===== src/rtl/kbd_resp_pkg.sv =====
package kbd_resp_pkg;
  localparam int BYTE_W = 8;
  typedef logic [BYTE_W-1:0] byte_t;

  // host command opcodes
  localparam byte_t OP_RESET  = 8'h01;
  localparam byte_t OP_LAYOUT = 8'h07;
  localparam byte_t OP_LEDS   = 8'h0E;

  // reply bytes
  localparam byte_t RSP_RESET_HDR  = 8'hFF;
  localparam byte_t RSP_KBD_TYPE   = 8'h04;
  localparam byte_t RSP_LAYOUT_HDR = 8'hFE;
  localparam byte_t RSP_LAYOUT_ID  = 8'h21;

  // lock-key mode: bit 0 = press parity, bit 1 = release parity
  typedef logic [1:0] lock_mode_t;
  localparam lock_mode_t LOCK_PRESS_BIT   = 2'b01;
  localparam lock_mode_t LOCK_RELEASE_BIT = 2'b10;
  localparam lock_mode_t LOCK_DROP_PRESS  = 2'b10;
  localparam lock_mode_t LOCK_DROP_REL    = 2'b11;
endpackage


===== src/rtl/kbd_byte_fifo.sv =====
module kbd_byte_fifo
  import kbd_resp_pkg::*;
#(
  parameter int DEPTH = 16
) (
  input  logic                       clk,
  input  logic                       rst_n,
  input  logic                       push,
  input  byte_t                      push_data,
  input  logic                       pop_ready,
  output logic                       head_valid,
  output byte_t                      head_data,
  output logic [$clog2(DEPTH+1)-1:0] fill
);
  localparam int AW = (DEPTH > 1) ? $clog2(DEPTH) : 1;
  localparam int CW = $clog2(DEPTH + 1);
  localparam logic [AW-1:0] LAST_IDX = AW'(DEPTH - 1);

  byte_t         mem [DEPTH];
  logic [AW-1:0] wptr;
  logic [AW-1:0] rptr;
  byte_t         last_taken;
  logic          full;
  logic          do_wr;
  logic          do_rd;

  function automatic logic [AW-1:0] step(input logic [AW-1:0] p);
    return (p == LAST_IDX) ? '0 : p + AW'(1);
  endfunction

  assign full       = (fill == CW'(DEPTH));
  assign head_valid = (fill != '0);
  assign do_wr      = push && !full;
  assign do_rd      = head_valid && pop_ready;
  assign head_data  = head_valid ? mem[rptr] : last_taken;

  always_ff @(posedge clk) begin
    if (do_wr) mem[wptr] <= push_data;
  end

  always_ff @(posedge clk) begin
    if (!rst_n) begin
      wptr       <= '0;
      rptr       <= '0;
      fill       <= '0;
      last_taken <= '0;
    end else begin
      if (do_wr) wptr <= step(wptr);
      if (do_rd) begin
        rptr       <= step(rptr);
        last_taken <= mem[rptr];
      end
      case ({do_wr, do_rd})
        2'b10:   fill <= fill + CW'(1);
        2'b01:   fill <= fill - CW'(1);
        default: fill <= fill;
      endcase
    end
  end
endmodule


===== src/rtl/kbd_cmd_decoder.sv =====
module kbd_cmd_decoder
  import kbd_resp_pkg::*;
(
  input  logic  clk,
  input  logic  rst_n,
  input  logic  cmd_valid,
  output logic  cmd_ready,
  input  byte_t cmd_data,
  output logic  rsp_wr,
  output byte_t rsp_byte,
  output logic  rsp_busy,
  output logic  leds_pending
);
  logic  tail_valid;
  byte_t tail_byte;
  logic  take;
  logic  act;

  assign cmd_ready = !tail_valid;
  assign rsp_busy  = tail_valid;
  assign take      = cmd_valid && cmd_ready;
  assign act       = take && !leds_pending;

  always_comb begin
    rsp_wr   = 1'b0;
    rsp_byte = '0;
    if (tail_valid) begin
      rsp_wr   = 1'b1;
      rsp_byte = tail_byte;
    end else if (act) begin
      case (cmd_data)
        OP_RESET: begin
          rsp_wr   = 1'b1;
          rsp_byte = RSP_RESET_HDR;
        end
        OP_LAYOUT: begin
          rsp_wr   = 1'b1;
          rsp_byte = RSP_LAYOUT_HDR;
        end
        default: ;
      endcase
    end
  end

  always_ff @(posedge clk) begin
    if (!rst_n) begin
      tail_valid   <= 1'b0;
      tail_byte    <= '0;
      leds_pending <= 1'b0;
    end else begin
      if (tail_valid) tail_valid <= 1'b0;
      if (take && leds_pending) begin
        leds_pending <= 1'b0;
      end else if (act) begin
        case (cmd_data)
          OP_RESET: begin
            tail_valid <= 1'b1;
            tail_byte  <= RSP_KBD_TYPE;
          end
          OP_LAYOUT: begin
            tail_valid <= 1'b1;
            tail_byte  <= RSP_LAYOUT_ID;
          end
          OP_LEDS: leds_pending <= 1'b1;
          default: ;
        endcase
      end
    end
  end
endmodule


===== src/rtl/kbd_lock_filter.sv =====
module kbd_lock_filter
  import kbd_resp_pkg::*;
#(
  parameter int NUM_LOCKS = 2
) (
  input  logic                           clk,
  input  logic                           rst_n,
  input  logic                           ev,
  input  logic [$clog2(NUM_LOCKS+1)-1:0] sel,
  input  logic                           release_ev,
  output logic                           pass
);
  localparam int SW = $clog2(NUM_LOCKS + 1);

  logic [NUM_LOCKS-1:0] drop;

  for (genvar g = 0; g < NUM_LOCKS; g++) begin : g_lock
    lock_mode_t mode;
    lock_mode_t nxt;
    logic       hit;

    assign hit = ev && (sel == SW'(g + 1));
    assign nxt = mode ^ (release_ev ? LOCK_RELEASE_BIT : LOCK_PRESS_BIT);
    assign drop[g] = hit &&
                     (release_ev ? (nxt == LOCK_DROP_REL) : (nxt == LOCK_DROP_PRESS));

    always_ff @(posedge clk) begin
      if (!rst_n)   mode <= '0;
      else if (hit) mode <= nxt;
    end
  end

  assign pass = ev && !(|drop);
endmodule


===== src/rtl/kbd_responder.sv =====
module kbd_responder
  import kbd_resp_pkg::*;
#(
  parameter int DEPTH     = 16,
  parameter int NUM_LOCKS = 2
) (
  input  logic                           clk,
  input  logic                           rst_n,
  input  logic                           cmd_valid,
  output logic                           cmd_ready,
  input  logic [7:0]                     cmd_data,
  input  logic                           key_valid,
  output logic                           key_ready,
  input  logic [7:0]                     key_code,
  input  logic [$clog2(NUM_LOCKS+1)-1:0] key_lock_sel,
  input  logic                           key_release,
  output logic                           out_valid,
  input  logic                           out_ready,
  output logic [7:0]                     out_data
);
  localparam int CW = $clog2(DEPTH + 1);

  logic          dec_wr;
  byte_t         dec_byte;
  logic          dec_busy;
  logic          led_skip;
  logic          key_take;
  logic          key_pass;
  logic          fifo_push;
  byte_t         fifo_wdata;
  logic [CW-1:0] fifo_count;

  kbd_cmd_decoder u_dec (
    .clk          (clk),
    .rst_n        (rst_n),
    .cmd_valid    (cmd_valid),
    .cmd_ready    (cmd_ready),
    .cmd_data     (cmd_data),
    .rsp_wr       (dec_wr),
    .rsp_byte     (dec_byte),
    .rsp_busy     (dec_busy),
    .leds_pending (led_skip)
  );

  // key events yield to any command traffic
  assign key_ready = !dec_busy && !cmd_valid;
  assign key_take  = key_valid && key_ready;

  kbd_lock_filter #(.NUM_LOCKS(NUM_LOCKS)) u_lock (
    .clk        (clk),
    .rst_n      (rst_n),
    .ev         (key_take),
    .sel        (key_lock_sel),
    .release_ev (key_release),
    .pass       (key_pass)
  );

  assign fifo_push  = dec_wr || key_pass;
  assign fifo_wdata = dec_wr ? dec_byte : key_code;

  kbd_byte_fifo #(.DEPTH(DEPTH)) u_fifo (
    .clk        (clk),
    .rst_n      (rst_n),
    .push       (fifo_push),
    .push_data  (fifo_wdata),
    .pop_ready  (out_ready),
    .head_valid (out_valid),
    .head_data  (out_data),
    .fill       (fifo_count)
  );
endmodule


===== config.mk =====
export PLATFORM = sky130hd
export DESIGN_NAME = kbd_responder
export DESIGN_NICKNAME = d
export VERILOG_FILES = /design/src/rtl/kbd_resp_pkg.sv /design/src/rtl/kbd_byte_fifo.sv /design/src/rtl/kbd_cmd_decoder.sv /design/src/rtl/kbd_lock_filter.sv /design/src/rtl/kbd_responder.sv
export SDC_FILE = /design/constraint.sdc
export NUM_CORES = 1
export LEC_CHECK = 0
export ABC_CLOCK_PERIOD_IN_PS = 2700
export BUFFER_PORTS_ARGS = -buffer_cell sky130_fd_sc_hd__buf_2
export CAP_MARGIN = 40
export CORE_ASPECT_RATIO = 0.5
export CORE_MARGIN = 2
export CORE_UTILIZATION = 50
export DETAILED_ROUTE_END_ITERATION = 10
export PLACE_DENSITY = 0.78
export REMOVE_ABC_BUFFERS = 1
export SLEW_MARGIN = 40
export SYNTH_ARGS = -nofsm -noshare
export SYNTH_HDL_FRONTEND = slang
export SYNTH_SLANG_ARGS = --single-unit

===== constraint.sdc =====
create_clock -name clk -period 2.7 [get_ports clk]
set_input_delay 0.27 -clock clk [delete_from_list [all_inputs] [get_ports clk]]
set_output_delay 0.27 -clock clk [all_outputs]
set_load 0.05 [all_outputs]

==> reports/metrics.csv, run 1 <==
stage,metric,value,unit
flow_run,MaxCap Viol Count,0,
floorplanning,Core Rows,30,
critical_path,CP arrival,2.37,ns
global_routing,initial antenna violation count,0,
global_routing,vias in the first global route,4009,
floorplanning,core area,0.0135,mm²
logic_synthesis,sequential fraction of the synthesis area,65.5,%
clocking,Post-CTS Hold Fix Bufs,0,
floorplanning,die area,0.0148,mm²
logic_synthesis,mapped cell area,0.00688,mm²
outcome,status,completed,
floorplanning,DIE WIDTH,170,µm
critical_path,FF-to-FF path depth,13,
logic_synthesis,Yosys warnings,0,
logic_synthesis,Mean Syn Cell Area,15.9,µm²
routing,drt total wl,15100,µm
critical_path,WP data required,2.43,ns
cells_and_area,"Net count, final",535,
logic_synthesis,Yosys cell types,62,
floorplanning,Die Y,86.9,µm
clocking,CTS tree,done,
clocking,CTS root buffer,clkbuf_16,
pwr,PD cells,983,mW/mm²
pwr,VDD IR-drop max,582,µV
timing,maximum clock rate,378,MHz
timing,Tcrit/Tclk final,98.0,%
critical_path,critical path type,reg2out,
pwr,P_leak,2.88,nW
critical_path,FF-to-FF End,u_fifo.fill[4],
timing,Slew HR,52.3,%
cells_and_area,"most common cell after layout, fill and taps aside",edfxtp_1,
logic_synthesis,post-synth top area share,55.9,%
cells_and_area,synthesis-to-layout area growth,18.0,%
pwr,Pwr Total,0.00798,W
min_path,min-delay src,cmd_valid,
routing,post-detailed-route count of antenna-violating nets,0,
timing,Final Worst Setup Slack,0.0553,ns
critical_path,Setup crit start kind,flop,
critical_path,CP endpoint kind,primary output,
logic_synthesis,Synth area leaders,"edfxtp_1 56%, dfxtp_1 9.6%, mux4_2 5.9%, mux4_1 5.3%, a221oi_2 1.7%",
critical_path,RR Startpoint,u_fifo.fill[1],
logic_synthesis,number of synthesized flops with an enable pin,128,
min_path,Hold Path Cell Cnt,3,
floorplanning,Starting Density,51.0,%
global_routing,global-route wire length before repair,22700,µm
timing,final hold violation count,0,
timing,Final TNS setup,0,ns
min_path,HP Class,in2reg,
global_routing,total track usage,21.4,%
min_path,Hold EP,u_dec.rsp_busy,
cells_and_area,# diodes,0,
clocking,cts bufs inserted,17,
logic_synthesis,asr flop ratio synth,0,%
clocking,"Reg clk slew, reported paths",0.06,ns
timing,RSZ-0062 raised after global routing,yes,
routing,First-pass DRT Iterations,6,
timing,Hold Worst Slack,0.234,ns
clocking,H-tree level count,4,
place,port bufs,34,
floorplanning,Ports,35,
timing,clock skew,0.00969,ns
timing,Final setup viols,0,
timing,worst slew pin tran,0.716,ns
logic_synthesis,Seq cells post-synth,161,
global_routing,total global routing overflow,0,
place,GPL Wtd Cong,0.806,
logic_synthesis,Mapped Cells,433,
timing,crit path time final,2.64,ns
critical_path,crit-path max FO,7,
routing,Starting DRT DRC Count,352,
routing,wire length per cell,21.9,µm
cells_and_area,fraction of layout cells with a size suffix above 1,30.0,%
logic_synthesis,leading area contributor after synthesis,edfxtp_1,
global_routing,largest net degree at the start of global routing,33,
routing,routed via count,4097,
timing,max-slew violation count,0,
cells_and_area,most frequent cells in the layout,"128 x edfxtp_1, 35 x buf_4, 32 x dfxtp_1",
logic_synthesis,predominant post-synthesis flop cell,edfxtp_1,
clocking,clk sink count,161,
clocking,CTS Buffer Depth,2,
critical_path,r2r setup slk,0.13,ns
clocking,clock latency on the worst-skew pair,0.42,ns
routing,Via density,5.92,
routing,DRC,0,
place,Post-DP HPWL,8780,µm
place,Placement Setup Slack,-0.132,ns
==> cells in the mapped netlist, types with 9 or more instances <==
master and number:
a21oi_1 9, and3_1 14, dfxtp_1 33, edfxtp_1 128
inv_1 12, mux4_1 14, mux4_2 18, nand2_1 29
nand3_1 11, nor2_1 15, o21ai_1 23
==> area by class of cell <==
| type | instances | area, µm² |
|---|---|---|
| clock buffer | 19 | 454 |
| timing repair buffer | 73 | 578 |
| inverter | 16 | 65.1 |
| clock inverter | 13 | 120 |
| sequential | 161 | 4510 |
| tap | 176 | 220 |
| fill | 921 | 5360 |
| multi-input combinational | 234 | 2170 |
==> repair_timing <==
action | 4_1_cts | 5_1_grt
buffers inserted | 8 | 2
cloned | 2 | 1
gates resized for setup | 20 | 16
pin swaps | 7 | 9
setup endpoints to repair | 8 | 9
==> routing by layer <==
layer  GRT usage [%]  up-vias  part of all wire, %
met1            29.2     2067                   45
met4            8.39        0                  1.3
li1                -     1831                    -
met2            34.1      183                   48
met5               0        -                    0
met3            5.09       16                  6.3
==> worst max-delay path: stages (launching register included) <==
cell      delay (ns)
dfxtp_4         0.39
buf_12          0.14
mux4_1          0.61
a22o_1          0.25
a221oi_4        0.26
o21ai_1         0.12
buf_6           0.17
==> where the power goes <==
group | total [W] | internal (W) | switching [W]
Combinational | 0.00276 | 0.00118 | 0.00159
Sequential | 0.00288 | 0.00280 | 0.0000837
Clock | 0.00234 | 0.00134 | 0.000997
==> logic make-up after synthesis <==
kind of cell / after synthesis / share of synthesized area, %
AOI/OAI and AO/OA: 71 / 7.59
xor gates and xnor gates: 12 / 1.53
adders and majority gates: 8 / 1.46
buffers and inverters: 38 / 3.93
DFF: 161 / 65.5
muxes: 37 / 12.0
and+or+nand+nor: 106 / 8.04
==> flip-flops by register name, summed over array words and instances (netlist names), named ones only <==
signal              count
u_dec.rsp_busy          1
u_fifo.rptr             4
u_dec.leds_pending      1
u_fifo.last_taken       8
u_fifo.fill             5
u_fifo.mem            128
u_fifo.wptr             4
u_dec.tail_byte         2
u_lock.g_lock.mode      4
==> how the worst max path moves through the flow <==
stage / startpoint / end
CTS: flop / out_data[2]
floorplan: u_fifo.fill[0] / u_fifo.fill[4]
finish: flop / out_data[4]
detailed placement: cmd_data[3] / u_fifo.fill[4]
global route: flop / out_data[5]
global placement: cmd_data[3] / u_fifo.fill[4]
==> stage by stage <==
stage	utilization (%)	std cells	cell area [µm²]
floorplan	-	411	6670
global placement	54.1	648	7290
detailed placement	54.2	648	7300
CTS	59.8	690	8060
global route	60.3	692	8120
finish	60.3	692	8120
Note: power is estimated with default switching activity, not from simulation.
==> inputs of run 2 (changes only) <==
==> constraint.sdc (replaced) <==
create_clock -name clk -period 2.7 [get_ports clk]
set_input_delay 0.27 -clock clk [delete_from_list [all_inputs] [get_ports clk]]
set_output_delay 0.27 -clock clk [all_outputs]
set_load 0.1 [all_outputs]
==> run 2 against run 1 <==
Effect of this change: clock skew rose by 0.0023 ns; power is 7.0% higher; flip-flop and latch count unchanged; clock power rose by 2%; first-iteration DRC count rose by 2.6%; non-clock buffer count shrank 3; largest power group is now combinational cells; highest routed layer unchanged.
==> reports/metrics.csv, run 2 (synthesis gave the netlist of run 1 again) <==
stage,metric,value,unit,change
timing,Slew HR,54.0,%,+1.7 points
timing,clock skew,0.0120,ns,+0.00233 ns
pwr,Pwr Total,0.00854,W,+7.0%
routing,DRC,0,,unchanged
clocking,Post-CTS Hold Fix Bufs,0,,unchanged
timing,max-slew violation count,0,,unchanged
timing,maximum clock rate,378,MHz,-0.14%
floorplanning,Die Y,86.9,µm,unchanged
timing,Tcrit/Tclk final,98.1,%,+0.13 points
clocking,cts bufs inserted,17,,unchanged
global_routing,global-route wire length before repair,22600,µm,-0.48%
place,port bufs,34,,unchanged
cells_and_area,"most common cell after layout, fill and taps aside",edfxtp_1,,
cells_and_area,Finished Core Util,60.1,%,-0.16 points
global_routing,largest net degree at the start of global routing,33,,unchanged
routing,First-pass DRT Iterations,4,,-2
floorplanning,DIE WIDTH,170,µm,unchanged
global_routing,initial antenna violation count,0,,unchanged
cells_and_area,max reg flops,128,,unchanged
critical_path,crit-path max FO,7,,unchanged
global_routing,vias in the first global route,4004,,-0.12%
critical_path,Setup crit start kind,flop,,
clocking,CTS root buffer,clkbuf_16,,
routing,drt total wl,14900,µm,-1.8%
floorplanning,core area,0.0135,mm²,unchanged
routing,post-detailed-route count of antenna-violating nets,0,,unchanged
flow_run,MaxCap Viol Count,0,,unchanged
clocking,CTS Buffer Depth,2,,unchanged
critical_path,CP cell instances,"buf_12, buf_6, mux4_2, a221oi_2, o21ai_1, buf_6",,
clocking,CTS tree,done,,
floorplanning,die area,0.0148,mm²,unchanged
critical_path,critical path type,reg2out,,
critical_path,CP Buf/Inv Count,3,,+1
routing,Via density,5.88,,-0.67%
timing,crit path time final,2.65,ns,+0.00358 ns
cells_and_area,Layout Cells excl Fill,689,,-0.43%
place,GPL Wtd Cong,0.810,,+0.50%
floorplanning,Ports,35,,unchanged
min_path,HP Class,in2reg,,
cells_and_area,"Net count, final",532,,-0.56%
timing,Final TNS setup,0,ns,unchanged
clocking,clock latency on the worst-skew pair,0.42,ns,about the same
routing,Starting DRT DRC Count,361,,+2.6%
cells_and_area,most frequent cells in the layout,"128 x edfxtp_1, 32 x dfxtp_1, 30 x buf_4",,
cells_and_area,fraction of layout cells with a size suffix above 1,29.8,%,-0.21 points
cells_and_area,synthesis-to-layout area growth,17.7,%,
place,dpl cells,649,,+0.15%
routing,wire length per cell,21.6,µm,-1.3%
outcome,status,completed,,
critical_path,Worst path slowest cell,mux4_2,,
critical_path,cell mode on critical path,buf_6,,
timing,final hold violation count,0,,unchanged
critical_path,WP data required,2.43,ns,about the same
cells_and_area,Post-Layout Inst Area,0.00810,mm²,-0.26%
cells_and_area,biggest regs,"u_fifo.mem (128), u_fifo.last_taken (8), u_fifo.fill (5)",,
critical_path,"CP delay by family, top",multiplexers,,
pwr,PD cells,1050,mW/mm²,+7.3%
cells_and_area,Reg with most FFs,u_fifo.mem,,
floorplanning,Core Rows,30,,unchanged
global_routing,total track usage,21.3,%,-0.16 points
routing,routed via count,4052,,-1.1%
critical_path,CP endpoint kind,primary output,,
critical_path,CP arrival,2.38,ns,about the same
timing,worst slew pin tran,0.688,ns,-0.0278 ns
critical_path,max incr delay on CP,0.53,ns,-0.08 ns
pwr,P_leak,2.86,nW,-0.78%
place,"Cell Area, Placed",0.00731,mm²,+0.10%
place,Post-DP HPWL,8710,µm,-0.78%
pwr,VDD IR-drop max,788,µV,+35%
clocking,"Reg clk slew, reported paths",0.06,ns,about the same
clocking,H-tree level count,4,,unchanged
timing,RSZ-0062 raised after global routing,yes,,
floorplanning,Starting Density,51.0,%,unchanged
global_routing,total global routing overflow,0,,unchanged
cells_and_area,# diodes,0,,unchanged
clocking,clk sink count,161,,unchanged
timing,Final setup viols,0,,unchanged
run 2: changes by cell type in the layout (fill, tap and decap cells not counted), moves of 2 or more:
| cell | delta |
|---|---|
| buf_4 | -5 |
| buf_12 | +2 |
| mux4_1 | -4 |
| mux4_2 | +4 |
| buf_6 | +3 |
| clkbuf_1 | +3 |
| inv_6 | -4 |
run 2: area by class of cell:
cell class | count | area, µm²
inverter | 16 | 65.1
timing repair buffer | 70 | 557
tap | 176 | 220
clock inverter | 9 | 101
multi-input combinational | 234 | 2160
clock buffer | 23 | 490
sequential | 161 | 4510
fill | 930 | 5380
run 2: what timing repair did:
item / CTS / global route
cloned: 2 / 0
pin swaps: 9 / 10
setup endpoints to repair: 9 / 10
resized for setup: 31 / 12
buffers inserted: 7 / 1
endpoints found under the hold margin: 0 / 0
run 2: stage by stage:
stage                     worst slack (ns)  hold WS (ns)
after floorplan                     -0.900         0.388
after global placement             -0.0275         0.447
after detailed placement           -0.0958         0.455
after CTS                          -0.0603         0.227
after global routing               -0.0314         0.257
final                               0.0518         0.242
run 2: worst register-to-register path: cells and delay by family, from the launching register on:
| kind | cells | cell delay [ns] |
|---|---|---|
| AOI/OAI and AO/OA | 6 | 1.00 |
| xor gates and xnor gates | 1 | 0.15 |
| adders and majority gates | 2 | 0.38 |
| buffers and inverters | 1 | 0.05 |
| DFF | 1 | 0.31 |
| and+or+nand+nor | 2 | 0.57 |
run 2: final timing paths:
kind,startpoint,endpoint,slack [ns],cells after the start
setup / recovery,flop,out_data[0],0.05,6
hold reg to reg,u_fifo.last_taken[6],u_fifo.last_taken[6],0.46,2
setup reg to reg,u_dec.rsp_busy,u_fifo.fill[4],0.14,12
hold / removal,key_release,u_lock.g_lock[0].mode[1],0.24,4
run 2: power by group:
part / switching (W) / internal [W]
Combinational: 0.00210 / 0.00118
Sequential: 0.0000854 / 0.00280
Clock: 0.000916 / 0.00147
run 2: routing by layer:
metal  vias to the layer above  GRT usage (%)  wire length (µm)
li1                       1824              -                 -
met1                      2026           28.7              6450
met2                       185           35.3              7240
met3                        17           4.91               983
met4                         0           6.29               189
met5                         -              0                 0
